<file path="src/rtl/kbw_pkg.sv">
package kbw_pkg;
  localparam int KEY_BITS   = 8;
  localparam int FRAME_BITS = KEY_BITS + 3;
  localparam int TMO_DEF    = 5;
  localparam int SYNC_DEF   = 2;
endpackage

</file>
<file path="src/rtl/kbw_sync.sv">
module kbw_sync #(
  parameter int W      = 2,
  parameter int STAGES = 2,
  parameter logic [W-1:0] IDLE = '1
) (
  input  logic         clk,
  input  logic         rst_n,
  input  logic         hold,
  input  logic [W-1:0] d,
  output logic [W-1:0] q
);
  logic [STAGES-1:0][W-1:0] st;

  genvar g;
  generate
    for (g = 0; g < STAGES; g++) begin : g_stage
      always_ff @(posedge clk or negedge rst_n) begin
        if (!rst_n)    st[g] <= IDLE;
        else if (hold) st[g] <= IDLE;
        else if (g == 0) st[g] <= d;
        else           st[g] <= st[(g == 0) ? 0 : g-1];
      end
    end
  endgenerate

  assign q = st[STAGES-1];

  AST_SYNC_IDLE_OFF: assert property (@(posedge clk) disable iff (!rst_n)
    hold |=> (q == IDLE));
endmodule

</file>
<file path="src/rtl/kbw_frame.sv">
module kbw_frame #(
  parameter int NBITS = 11,
  parameter int TMO   = 5
) (
  input  logic             clk,
  input  logic             rst_n,
  input  logic             off,
  input  logic             kc,
  input  logic             kd,
  output logic             done,
  output logic [NBITS-1:0] frm
);
  localparam int CW = $clog2(NBITS + 1);
  localparam int TW = $clog2(TMO + 1);
  localparam logic [CW-1:0] LAST = CW'(NBITS - 1);
  localparam logic [TW-1:0] TRIP = TW'(TMO - 1);

  logic             prv;
  logic [CW-1:0]    cnt;
  logic [TW-1:0]    tmr;
  logic [NBITS-2:0] sh;
  logic             fall;
  logic             trip;

  assign fall = prv & ~kc;
  assign trip = (cnt != '0) & kc & (tmr == TRIP);

  always_ff @(posedge clk or negedge rst_n) begin
    if (!rst_n) begin
      prv  <= 1'b1;
      cnt  <= '0;
      tmr  <= '0;
      sh   <= '0;
      done <= 1'b0;
      frm  <= '0;
    end else if (off) begin
      prv  <= 1'b1;
      cnt  <= '0;
      tmr  <= '0;
      done <= 1'b0;
    end else begin
      prv  <= kc;
      done <= 1'b0;
      if (fall) begin
        tmr <= '0;
        sh  <= {kd, sh[NBITS-2:1]};
        if (cnt == LAST) begin
          cnt  <= '0;
          done <= 1'b1;
          frm  <= {kd, sh};
        end else begin
          cnt <= cnt + 1'b1;
        end
      end else if (trip) begin
        cnt <= '0;
        tmr <= '0;
      end else if ((cnt != '0) && kc) begin
        tmr <= tmr + 1'b1;
      end else begin
        tmr <= '0;
      end
    end
  end

  AST_CNT_RANGE: assert property (@(posedge clk) disable iff (!rst_n)
    cnt <= LAST);
  AST_DONE_PULSE: assert property (@(posedge clk) disable iff (!rst_n)
    done |=> !done);
  AST_TIMEOUT_ABORT: assert property (@(posedge clk) disable iff (!rst_n)
    (trip && !off) |=> (cnt == '0) && !done);
  AST_OFF_IDLE: assert property (@(posedge clk) disable iff (!rst_n)
    off |=> (cnt == '0) && !done);
endmodule

</file>
<file path="src/rtl/kbw_check.sv">
module kbw_check #(
  parameter int KW = 8
) (
  input  logic          clk,
  input  logic          rst_n,
  input  logic          done,
  input  logic [KW+2:0] frm,
  input  logic [KW-1:0] key,
  input  logic          clr,
  output logic          flag
);
  logic hit;

  assign hit = done & ~frm[0] & frm[KW+2] &
               (frm[KW:1] == key) & (^frm[KW+1:1]);

  always_ff @(posedge clk or negedge rst_n) begin
    if (!rst_n)   flag <= 1'b0;
    else if (hit) flag <= 1'b1;
    else if (clr) flag <= 1'b0;
  end

  AST_SET_ON_HIT: assert property (@(posedge clk) disable iff (!rst_n)
    hit |=> flag);
  AST_FLAG_STICKY: assert property (@(posedge clk) disable iff (!rst_n)
    (flag && !clr) |=> flag);
  AST_NO_SET_WITHOUT_FRAME: assert property (@(posedge clk) disable iff (!rst_n)
    (!flag && !done) |=> !flag);
endmodule

</file>
<file path="src/rtl/kbwake_detector.sv">
module kbwake_detector #(
  parameter int TMO_TICKS   = kbw_pkg::TMO_DEF,
  parameter int SYNC_STAGES = kbw_pkg::SYNC_DEF
) (
  input  logic                       clk,
  input  logic                       rst_n,
  input  logic                       det_off,
  input  logic                       evt_en,
  input  logic [kbw_pkg::KEY_BITS-1:0] key_code,
  input  logic                       wake_clr,
  input  logic                       kb_clk_in,
  input  logic                       kb_dat_in,
  output logic                       wake_flag,
  output logic                       wake_evt
);
  import kbw_pkg::*;

  logic [1:0]            syn;
  logic                  fdone;
  logic [FRAME_BITS-1:0] ffrm;

  kbw_sync #(.W(2), .STAGES(SYNC_STAGES), .IDLE(2'b11)) u_sync (
    .clk(clk), .rst_n(rst_n), .hold(det_off),
    .d({kb_clk_in, kb_dat_in}), .q(syn)
  );

  kbw_frame #(.NBITS(FRAME_BITS), .TMO(TMO_TICKS)) u_frame (
    .clk(clk), .rst_n(rst_n), .off(det_off),
    .kc(syn[1]), .kd(syn[0]), .done(fdone), .frm(ffrm)
  );

  kbw_check #(.KW(KEY_BITS)) u_check (
    .clk(clk), .rst_n(rst_n), .done(fdone), .frm(ffrm),
    .key(key_code), .clr(wake_clr), .flag(wake_flag)
  );

  assign wake_evt = wake_flag & evt_en & ~det_off;

  AST_EVT_GATED: assert property (@(posedge clk) disable iff (!rst_n)
    wake_evt |-> (evt_en && !det_off && wake_flag));
  AST_RESET_QUIET: assert property (@(posedge clk) disable iff (!rst_n)
    $rose(rst_n) |-> !wake_flag);
endmodule

</file>
<file path="config.mk">
export PLATFORM = sky130hd
export DESIGN_NAME = kbwake_detector
export DESIGN_NICKNAME = d
export VERILOG_FILES = /design/src/rtl/kbw_pkg.sv /design/src/rtl/kbw_sync.sv /design/src/rtl/kbw_frame.sv /design/src/rtl/kbw_check.sv /design/src/rtl/kbwake_detector.sv
export SDC_FILE = /design/constraint.sdc
export NUM_CORES = 1
export LEC_CHECK = 0
export ABC_CLOCK_PERIOD_IN_PS = 1680
export BUFFER_PORTS_ARGS = -buffer_cell sky130_fd_sc_hd__buf_2
export CAP_MARGIN = 20
export CORE_MARGIN = 5
export CORE_UTILIZATION = 45
export DETAILED_ROUTE_END_ITERATION = 8
export GPL_TIMING_DRIVEN = 0
export PLACE_DENSITY = 0.66
export SLEW_MARGIN = 30
export SYNTH_ARGS = -nofsm -noshare
export SYNTH_HDL_FRONTEND = slang
export SYNTH_SLANG_ARGS = --single-unit
</file>
<file path="constraint.sdc">
create_clock -name clk -period 1.68 [get_ports clk]
set_input_delay 0.084 -clock clk [delete_from_list [all_inputs] [get_ports clk]]
set_output_delay 0.084 -clock clk [all_outputs]
set_load 0.02 [all_outputs]
</file>
==> impl_metrics.toml <==
[status]
run_status = "finished, final reports clean"

[logic_synthesis]
syn_inst = 123
synth_top_area_frac = 0.465
synth_area_mm2 = 0.00161
synth-main-ff-cell = "dfrtp_1"
syn_area_per_cell_um2 = 13.1
yosysMostFrequentCell = "dfrtp_1"
async_flop_share = 1.00
synth.area.top_cells = "dfrtp_1 (47%), mux2_2 (15%), dfstp_2 (8.1%)"
syn-num-nets = 143
synth_seq_cells = 35
post-synth-top-area-cell = "dfrtp_1"
synth_common_cells = "dfrtp_1 (30), mux2_2 (21), xnor2_1 (13), inv_1 (7), nand2_1 (6)"
synth_edf_count = 0
synth_cell_types = 24
yosysWarnings = 0
yosysSeqAreaShare = 0.547

[critical_path]
reg2regPathDepth = 4
critPathArrivalTime_ns = 1.83
crit_path_end_kind = "flip-flop"
critPathMaxFanout = 10
start_kind = "flip-flop"
path_class = "reg -> reg"
required_ns = 1.89

[floorplanning]
fp.dieW_um = 69.9
dieArea_mm2 = 0.00488
core_area_mm2 = 0.00342
ios = 17
initial_core_util = 0.473
core.rowCount = 21
die_h_um = 69.9

[global_route]
grt_overflow = 0
grt_pass1_wl_mm = 4.65
grt_start_max_net_pins = 36
track_usage = 0.120
first_global_vias = 1027
antenna_found_initial = 0

[timing]
tightestPinTransition_ns = 0.777
setup_viol = 0
clock_skew_ns = 0.0127
finalMaxSlewViolations = 0
final.min_clock_period_ns = 1.62
period_share = 0.967
rsz0062_at_grt = "yes"
max_slew_margin = 0.482
fin_tns_setup_ns = 0
max_freq_mhz = 616
timing.final.hold_violations = 0

[clock_network]
cts_tree = "yes"
cts_sinks = 35
cts_buffer_depth = 2
cts_buffers = 5
cts_root_buffer = "clkbuf_4"
clock_latency_ns = 0.32
htreeDepth = 2
clkSlewWorstSetupHoldPaths_ns = 0.10

[drt]
wl_per_cell_um = 12.9
drt-met1-wl_mm = 1.18
top_layer = "met4"
dr.pass1.iters = 2
wl_met2_mm = 1.26
drtAntennaViolNets = 0
drt_iter0_drc = 25
vias_per_cell = 4.82
via_count = 974
met3WireLength_um = 136
route.detailed.drc = 0
wirelength_mm = 2.61

[pwr]
p_switching_mw = 0.351
vdd_drop_max_uv = 482
p_leak_nw = 0.892
seqPwrFrac = 0.571
p_clk_frac = 0.345
pwr-share-comb = 0.083
switching_share = 0.213
p_int_mw = 1.30
power_density_mw_per_mm2 = 860

[layout]
layoutNonFillerInstCount = 202
drive_gt1_frac = 0.417
nNetsFinal = 175
n_antenna_cell = 0
syn_to_final_growth_pct = 19.0
fillers = 312

[hold_path]
min_path_type = "in -> reg"
hold_depth = 2

[place]
dpl.cell_count = 185
gp_congestion = 0.759
hpwl_mm = 1.91
numPortBuffers = 16

[job]
drv_cap = 0
final timing paths:
check                                 endpoint  slack [ns]            from
min in group asynchronous       u_frame.tmr[0]        0.37           rst_n
worst max register to register  u_frame.frm[4]        0.06     u_frame.prv
worst min-delay path               u_frame.prv        0.12         det_off
worst min register to register  u_frame.tmr[0]        0.49  u_frame.tmr[0]
worst max-delay path            u_frame.frm[4]        0.06     u_frame.prv
max in group asynchronous       u_frame.frm[7]        0.82           rst_n
per-stage QoR:
step	power (mW)	util	cell area (um^2)	hold slack (ns)	setup slack [ns]
after global routing	1.75	0.562	1920	0.101	-0.0276
after detailed placement	1.09	0.513	1750	0.204	-0.0789
after floorplan	1.02	-	1610	-0.212	0.0793
after CTS	1.67	0.558	1910	0.0951	0.00761
final	1.65	0.562	1920	0.124	0.0559
after global placement	1.08	0.513	1750	0.195	-0.0522
layer usage:
metal	global-route usage	vias to the layer above
li1	-	483
met1	0.145	470
met2	0.190	17
met3	0.0531	4
met4	0.0447	0
met5	0	-
cells in the final DEF (no fill, tap or decap), types with 2 or more instances in the layout:
| cell | instances |
|---|---|
| mux2_2 | 21 |
| xnor2_1 | 13 |
| or2_2 | 5 |
| dfrtp_1 | 30 |
| ha_1 | 5 |
| buf_4 | 5 |
| dlygate4sd3_1 | 4 |
| nor2b_1 | 2 |
| dfstp_2 | 5 |
| o21ai_0 | 4 |
| xor2_1 | 3 |
| buf_2 | 17 |
| nor3b_4 | 2 |
| nand3_1 | 4 |
| inv_1 | 7 |
| nor2_1 | 5 |
| clkbuf_1 | 2 |
| nand2_1 | 5 |
| clkbuf_4 | 5 |
flip-flops by register name (all words and copies together) (netlist names):
name and cells:
u_frame.frm 11, u_frame.sh 10, u_frame.cnt 4, u_frame.tmr 3
u_sync.q 2, u_sync.st 2, u_check.flag 1, u_frame.done 1
u_frame.prv 1
logic make-up after synthesis:
| group | after synthesis | synth area share |
|---|---|---|
| compound gates | 7 | 0.0302 |
| mux | 21 | 0.147 |
| buf+inv | 9 | 0.0264 |
| fa+ha+maj | 5 | 0.0388 |
| simple gates | 29 | 0.111 |
| xor+xnor | 17 | 0.101 |
| flops | 35 | 0.547 |
timing repair:
action / CTS / global route
gates cloned: 0 / 0
buffers inserted: 5 / 0
endpoints found under the setup margin: 13 / 14
hold buffers: 4 / 0
endpoints found under the hold margin: 33 / 0
resized for setup: 2 / 2
pin swaps: 1 / 1
worst max-delay path: stages (launching register included):
cell and delay [ns]:
dfstp_2 0.54, nor3b_4 0.21, nor3b_4 0.25, buf_6 0.18
mux2_2 0.33
power by group through the flow:
stage / registers (mW) / logic (mW) / clock network, mW
2_1_floorplan: 0.946 / 0.0764 / 0
3_3_place_gp: 0.959 / 0.118 / 0
3_5_place_dp: 0.962 / 0.125 / 0
4_1_cts: 0.944 / 0.138 / 0.591
5_1_grt: 0.951 / 0.155 / 0.641
6_report: 0.944 / 0.138 / 0.571
cell type report:
cell class                      count  area [um^2]  share of cell area
Buffer                              2         16.3             0.00847
Clock buffer                        7         45.0              0.0235
Clock inverter                      1         30.0              0.0156
Inverter                            7         26.3              0.0137
Multi-Input combinational cell     79          706               0.367
Sequential cell                    35          882               0.459
Tap cell                           46         57.6              0.0300
Timing Repair Buffer               25          158              0.0821
Note: power is estimated with default switching activity, not from simulation.
